--- src/rtl/rtc_ms_pkg.sv ---
package rtc_ms_pkg;
  localparam logic [15:0] OFS_SEC = 16'h0008;
  localparam logic [15:0] OFS_SHD = 16'h000c;
  localparam logic [15:0] OFS_MS  = 16'h0010;

  typedef enum logic [1:0] {SEL_NONE, SEL_SEC, SEL_SHD, SEL_MS} rtc_sel_e;

  function automatic rtc_sel_e rtc_decode(input logic [15:0] a);
    case (a)
      OFS_SEC: rtc_decode = SEL_SEC;
      OFS_SHD: rtc_decode = SEL_SHD;
      OFS_MS:  rtc_decode = SEL_MS;
      default: rtc_decode = SEL_NONE;
    endcase
  endfunction
endpackage

--- src/rtl/rtc_rst_sync.sv ---
module rtc_rst_sync (
  input  logic clk,
  input  logic rst_n,
  output logic rst_sync_n
);
  logic [1:0] sync_q;

  always_ff @(posedge clk or negedge rst_n) begin
    if (!rst_n) sync_q <= 2'b00;
    else        sync_q <= {sync_q[0], 1'b1};
  end

  assign rst_sync_n = sync_q[1];
endmodule

--- src/rtl/rtc_frac_step.sv ---
module rtc_frac_step #(
  parameter int TICK_HZ  = 32768,
  parameter int MS_PER_S = 1000
) (
  input  logic clk,
  input  logic rst_n,
  input  logic tick_i,
  input  logic clear_i,
  output logic step_o
);
  localparam int ACC_W = $clog2(TICK_HZ + MS_PER_S + 1);

  logic [ACC_W-1:0] acc_q, acc_d, sum;
  logic             carry;

  always_comb begin
    sum    = acc_q + ACC_W'(MS_PER_S);
    carry  = (sum >= ACC_W'(TICK_HZ));
    step_o = tick_i && !clear_i && carry;
    acc_d  = acc_q;
    if (clear_i)     acc_d = '0;
    else if (tick_i) acc_d = carry ? (sum - ACC_W'(TICK_HZ)) : sum;
  end

  always_ff @(posedge clk or negedge rst_n) begin
    if (!rst_n) acc_q <= '0;
    else        acc_q <= acc_d;
  end

  // remainder stays below one full second of ticks
  p_acc_range_r2: assert property (@(posedge clk) disable iff (!rst_n)
    acc_q < ACC_W'(TICK_HZ));

  // every accepted tick moves the remainder
  p_acc_moves_r2: assert property (@(posedge clk) disable iff (!rst_n)
    (tick_i && !clear_i) |=> (acc_q != $past(acc_q)));

  // a clear empties the accumulator
  p_acc_clear_r6: assert property (@(posedge clk) disable iff (!rst_n)
    clear_i |=> (acc_q == '0));
endmodule

--- src/rtl/rtc_time_cnt.sv ---
module rtc_time_cnt #(
  parameter int MS_PER_S = 1000,
  parameter int DATA_W   = 32
) (
  input  logic              clk,
  input  logic              rst_n,
  input  logic              step_i,
  input  logic              set_i,
  input  logic [DATA_W-1:0] set_val_i,
  output logic [DATA_W-1:0] sec_o,
  output logic [DATA_W-1:0] ms_o
);
  localparam int MS_W = $clog2(MS_PER_S);

  logic [MS_W-1:0]   ms_q, ms_d;
  logic [DATA_W-1:0] sec_q, sec_d;
  logic              ms_last;

  always_comb begin
    ms_last = (ms_q == MS_W'(MS_PER_S - 1));
    ms_d    = ms_q;
    sec_d   = sec_q;
    if (set_i) begin
      ms_d  = '0;
      sec_d = set_val_i;
    end else if (step_i) begin
      ms_d  = ms_last ? '0 : ms_q + 1'b1;
      sec_d = ms_last ? sec_q + 1'b1 : sec_q;
    end
  end

  always_ff @(posedge clk or negedge rst_n) begin
    if (!rst_n) begin
      ms_q  <= '0;
      sec_q <= '0;
    end else begin
      ms_q  <= ms_d;
      sec_q <= sec_d;
    end
  end

  assign sec_o = sec_q;
  assign ms_o  = DATA_W'(ms_q);

  p_ms_range_r3: assert property (@(posedge clk) disable iff (!rst_n)
    ms_o < DATA_W'(MS_PER_S));

  p_wrap_r3: assert property (@(posedge clk) disable iff (!rst_n)
    (step_i && !set_i && ms_o == DATA_W'(MS_PER_S - 1))
      |=> (ms_o == '0 && sec_o == $past(sec_o) + 1'b1));

  p_set_r6: assert property (@(posedge clk) disable iff (!rst_n)
    set_i |=> (ms_o == '0 && sec_o == $past(set_val_i)));

  p_idle_r7: assert property (@(posedge clk) disable iff (!rst_n)
    (!set_i && !step_i) |=> ($stable(ms_o) && $stable(sec_o)));
endmodule

--- src/rtl/rtc_regs.sv ---
module rtc_regs
  import rtc_ms_pkg::*;
#(
  parameter int ADDR_W = 5,
  parameter int DATA_W = 32
) (
  input  logic              clk,
  input  logic              rst_n,
  input  logic              rd_en_i,
  input  logic              wr_en_i,
  input  logic [ADDR_W-1:0] addr_i,
  input  logic [DATA_W-1:0] sec_i,
  input  logic [DATA_W-1:0] ms_i,
  output logic              set_o,
  output logic [DATA_W-1:0] rdata_o
);
  rtc_sel_e          sel;
  logic              cap_en;
  logic [DATA_W-1:0] shd_q, shd_d, rd_q, rd_d, rd_mux;

  always_comb begin
    sel    = rtc_decode(16'(addr_i));
    set_o  = wr_en_i && (sel == SEL_SEC);
    cap_en = rd_en_i && (sel == SEL_MS);
    case (sel)
      SEL_SEC: rd_mux = sec_i;
      SEL_SHD: rd_mux = shd_q;
      SEL_MS:  rd_mux = ms_i;
      default: rd_mux = '0;
    endcase
    shd_d = cap_en  ? sec_i  : shd_q;
    rd_d  = rd_en_i ? rd_mux : rd_q;
  end

  always_ff @(posedge clk or negedge rst_n) begin
    if (!rst_n) begin
      shd_q <= '0;
      rd_q  <= '0;
    end else begin
      shd_q <= shd_d;
      rd_q  <= rd_d;
    end
  end

  assign rdata_o = rd_q;

  p_capture_r4: assert property (@(posedge clk) disable iff (!rst_n)
    cap_en |=> (shd_q == $past(sec_i) && rdata_o == $past(ms_i)));

  p_shadow_hold_r5: assert property (@(posedge clk) disable iff (!rst_n)
    !cap_en |=> $stable(shd_q));

  p_rdata_hold_r8: assert property (@(posedge clk) disable iff (!rst_n)
    !rd_en_i |=> $stable(rdata_o));
endmodule

--- src/rtl/rtc_ms_core.sv ---
module rtc_ms_core #(
  parameter int TICK_HZ  = 32768,
  parameter int MS_PER_S = 1000,
  parameter int ADDR_W   = 5,
  parameter int DATA_W   = 32
) (
  input  logic              clk,
  input  logic              rst_n,
  input  logic              tick_i,
  input  logic              rd_en_i,
  input  logic              wr_en_i,
  input  logic [ADDR_W-1:0] addr_i,
  input  logic [DATA_W-1:0] wdata_i,
  output logic [DATA_W-1:0] rdata_o
);
  logic              rst_sync_n, step, set;
  logic [DATA_W-1:0] sec, ms;

  rtc_rst_sync u_rst (
    .clk       (clk),
    .rst_n     (rst_n),
    .rst_sync_n(rst_sync_n)
  );

  rtc_frac_step #(.TICK_HZ(TICK_HZ), .MS_PER_S(MS_PER_S)) u_step (
    .clk    (clk),
    .rst_n  (rst_sync_n),
    .tick_i (tick_i),
    .clear_i(set),
    .step_o (step)
  );

  rtc_time_cnt #(.MS_PER_S(MS_PER_S), .DATA_W(DATA_W)) u_cnt (
    .clk      (clk),
    .rst_n    (rst_sync_n),
    .step_i   (step),
    .set_i    (set),
    .set_val_i(wdata_i),
    .sec_o    (sec),
    .ms_o     (ms)
  );

  rtc_regs #(.ADDR_W(ADDR_W), .DATA_W(DATA_W)) u_regs (
    .clk    (clk),
    .rst_n  (rst_sync_n),
    .rd_en_i(rd_en_i),
    .wr_en_i(wr_en_i),
    .addr_i (addr_i),
    .sec_i  (sec),
    .ms_i   (ms),
    .set_o  (set),
    .rdata_o(rdata_o)
  );

  // a same-cycle write wins over a tick, so no step survives it
  p_write_wins_r9: assert property (@(posedge clk) disable iff (!rst_sync_n)
    set |-> !step);
endmodule

--- config.mk ---
export PLATFORM = sky130hd
export DESIGN_NAME = rtc_ms_core
export DESIGN_NICKNAME = d
export VERILOG_FILES = /design/src/rtl/rtc_ms_pkg.sv /design/src/rtl/rtc_rst_sync.sv /design/src/rtl/rtc_frac_step.sv /design/src/rtl/rtc_time_cnt.sv /design/src/rtl/rtc_regs.sv /design/src/rtl/rtc_ms_core.sv
export SDC_FILE = /design/constraint.sdc
export NUM_CORES = 1
export LEC_CHECK = 0
export BUFFER_PORTS_ARGS = -buffer_cell sky130_fd_sc_hd__buf_2
export CAP_MARGIN = 10
export CORE_MARGIN = 2
export CORE_UTILIZATION = 37
export CTS_BUF_LIST = sky130_fd_sc_hd__clkbuf_4 sky130_fd_sc_hd__clkbuf_8 sky130_fd_sc_hd__clkbuf_16
export CTS_CLUSTER_SIZE = 16
export DETAILED_ROUTE_END_ITERATION = 12
export SLEW_MARGIN = 20
export SYNTH_ARGS = -nofsm -noshare
export SYNTH_HDL_FRONTEND = slang
export SYNTH_HIERARCHICAL = 1
export SYNTH_SLANG_ARGS = --single-unit
--- constraint.sdc ---
create_clock -name clk -period 4.21 [get_ports clk]
set_input_delay 1.263 -clock clk [delete_from_list [all_inputs] [get_ports clk]]
set_output_delay 1.263 -clock clk [all_outputs]
set_load 0.1 [all_outputs]
==> metrics.md <==
| Metric | Value |
|---|---|
| Setup TNS | 0 ns |
| Arrival time at the worst endpoint | 4.02 ns |
| Syn_area_per_cell | between 10 and 15 um^2 |
| Final ANT Viol Nets | 0 |
| Pleak | approximately 3.6 nW |
| Post-CTS setup buffers | 0 |
| Post-Synth Simple-Gate Area | between 20% and 30% |
| Worst hold-check path type | flop to flop |
| Post-Layout Cell Count | approximately 1000 |
| Combinational family with the most area after synthesis | simple AND/OR/NAND/NOR gates |
| Router iterations before antenna repair | 5 |
| Layout cells sized above 1 | about 22% |
| Final nets | 797 |
| Post-synth cell types | 56 |
| Tcrit/Tclk final | approximately 87% |
| Vias in the first global route | 5316 |
| Finished Cell Area | about 8000 um^2 |
| Peak VDD IR | ~0.00028 V |
| Final hold viol count | 0 |
| Clock-pin slew on the worst setup and hold paths | 0.05 ns |
| NetSw | 997 uW |
| Min Tclk post-route | ~3.7 ns |
| Initial antenna violation count | 0 |
| Crit. End Element | flop |
| DR vias | 5554 |
| Core box area | ~19000 um^2 |
| Warnings, synthesis | 6 |
| Drt initial violations | ~260 |
| Congestion Overflow GR | 0 |
| CP Max Fanout | 9 |
| Synth top cells by count | dfrtp_1 (121), nand2_1 (76), and3b_1 (55) |
| Final Setup Violations | 0 |
| H-Tree Depth | 4 |
| CP required | 4.57 ns |
| Int Power | ~2.4 mW |
| Synth Register Bits | between 100 and 150 |
| Post-DR vias/cell | roughly 5.6 |
| CP startpoint kind | input pin |
| PwrDens | around 420 nW/um^2 |
| Initial Util | about 37% |
| Most frequent cell after synthesis | dfrtp_1 |
| Top cell type's share of synthesized area | roughly 44% |
| Final Max Slew Viols | 0 |
| Ys flop type | dfrtp_1 |
| CTS tree | yes |
| Part of the power in registers | a little under half |
| Post-synthesis compound-gate area fraction | 14.8% |
| N_diodes | 0 |
| Die Span X | around 140 um |
| WL per Instance | ~18 um |
| PostCTS Resize Cnt | 0 |
| Overall power | approximately 3.4 mW |
| # rows | 50 |
| Largest net degree at the start of global routing | a little over 90 |
| First-pass GRT wire length | slightly below 30000 um |
| Sequential fraction of the synthesis area | between 40% and 50% |
| TritonCTS buffer count | 17 |
| I/O Buffers | between 70 and 80 |
| Clock power share | 38.9% |
| Layout fillers | approximately 1800 |
| Max-Cap Viols | 0 |
| Fmax | about 0.27 GHz |
| GPL Wtd Cong | ~0.86 |
| Clock root cell | clkbuf_16 |
| Clk sinks | approximately 120 |
| Final core utilization | between 40% and 50% |
| Gr usage total | between 10% and 20% |
| Worst slew pin tran | around 1.1 ns |
| Clock Skew | 0.0153 ns |
| Post-Synth Adder-Cell Area | less than 1% |
| Synth top area cells | dfrtp_1 (44%), and3b_1 (6.9%), mux2_4 (4.3%) |
| DR DRC count | 0 |
| Synth Instances | between 600 and 700 |
| Worst Path Class, Setup | input pin to flop |
| Fraction of synthesized cell area in xor and xnor cells | ~3.7% |
| Synthesis-to-finish area growth | 14.9% |
| Combinational Power Share | between 10 and 15% |
| Worst slew margin | between 20% and 30% |
| Dpl cell area | approximately 7500 um^2 |
| Area leader, netlist | dfrtp_1 |
| Die Span Y | between 100 and 150 um |
| Sw Ratio | between 20 and 30% |
| Die area | around 20000 um^2 |
| Clock Path Buffers | 2 |
| Clock insertion delay at the later pin of the skew report | 0.43 ns |
| DP Cell Count | 967 |
| Cell Area, Synth | between 6000 and 7000 um^2 |
| # IOs | between 70 and 80 |
| RSZ-0062 raised after global routing | no |
| Hold_buf cts | 0 |
| Detail Placement HPWL | 11700 um |
| EDFF count, synth | 0 |
| Status | finished, final reports clean |
| Post-synthesis mux area share | under 10% |
| Synth async-reset ratio | between 90% and 100% |
| Routed wire length | 18100 um |
-- cell usage in the layout, fill, tap and decap left out, types with 20 or more instances in the layout --
cell type  count
a22oi_1       30
a32oi_1       32
and3b_1       54
buf_2         73
conb_1        23
dfrtp_1      120
mux2_4        20
nand2_1       76
nor2_1        21
nor3_1        20
o21ai_0       27
o21ai_1       26
-- final cells by class --
type	count	area [um^2]	area share (%)
inverters	10	37.5	0.470
repair buffers	90	505	6.32
flip-flops and latches	121	3030	37.9
multi-input cells	512	3600	45.0
clock buffers	22	475	5.95
clock inverters	9	51.3	0.642
well taps	234	293	3.66
-- sequential cells by signal, summed over array words and instances (netlist names) --
signal          flops
u_rst/sync_q        2
u_step/acc_q       13
u_regs/shd_q       32
u_regs/rdata_o     32
u_cnt/sec_o        32
u_cnt/ms_q         10
-- logic make-up (layout without fill, tap and decap cells) --
family          Yosys count  in the layout
simple gates            259            259
compound gates          152            152
flops                   121            121
buf+inv                  80            131
mux                      46             46
xor+xnor                 29             29
fa+ha+maj                 3              3
other cells               2             23
-- power by group through the flow --
stage | Combinational [mW] | Clock [mW] | Sequential [mW]
6_report | 0.493 | 1.31 | 1.57
5_1_grt | 0.563 | 1.39 | 1.60
4_1_cts | 0.495 | 1.34 | 1.56
3_5_place_dp | 0.493 | 0 | 1.58
3_3_place_gp | 0.479 | 0 | 1.58
2_1_floorplan | 0.424 | 0 | 1.50
-- per-stage QoR --
step	setup slack, ns	hold WS, ns
2_1_floorplan	-0.0877	0.331
3_3_place_gp	0.191	0.335
5_1_grt	0.410	0.365
4_1_cts	0.576	0.354
6_report	0.555	0.351
3_5_place_dp	0.132	0.342
-- layer usage --
layer	vias up	wire, um	part of all wire, %	track usage, %
li1	2641	-	-	-
met1	2732	9070	50	27.8
met2	148	7800	43	27.2
met3	33	820	4.5	3.57
met4	0	394	2.2	7.05
met5	-	0	0	0
-- worst paths after layout --
path                                 start                 to  slack [ns]  depth (start not counted)
setup reg to reg           u_step/acc_q[3]    u_cnt/sec_o[21]        0.75                          9
hold reg to reg            u_rst/sync_q[0]    u_rst/sync_q[1]        0.35                          0
setup / recovery                 addr_i[3]    u_cnt/sec_o[21]        0.56                         10
min in group asynchronous  u_rst/sync_q[1]    u_step/acc_q[9]        0.46                          0
max in group asynchronous  u_rst/sync_q[1]  u_regs/rdata_o[4]        2.80                          1
hold / removal             u_rst/sync_q[0]    u_rst/sync_q[1]        0.35                          0
-- worst max-delay path, stage by stage --
cell and delay [ns]:
buf_2 0.11, nor4b_4 0.13, and3b_2 0.24, or3_4 0.35
mux2i_4 0.15, nand4_1 0.22, or4_4 0.56, or3_1 0.46
or4_1 0.44, nand3_1 0.09
Power figures use the tool's default switching activity.
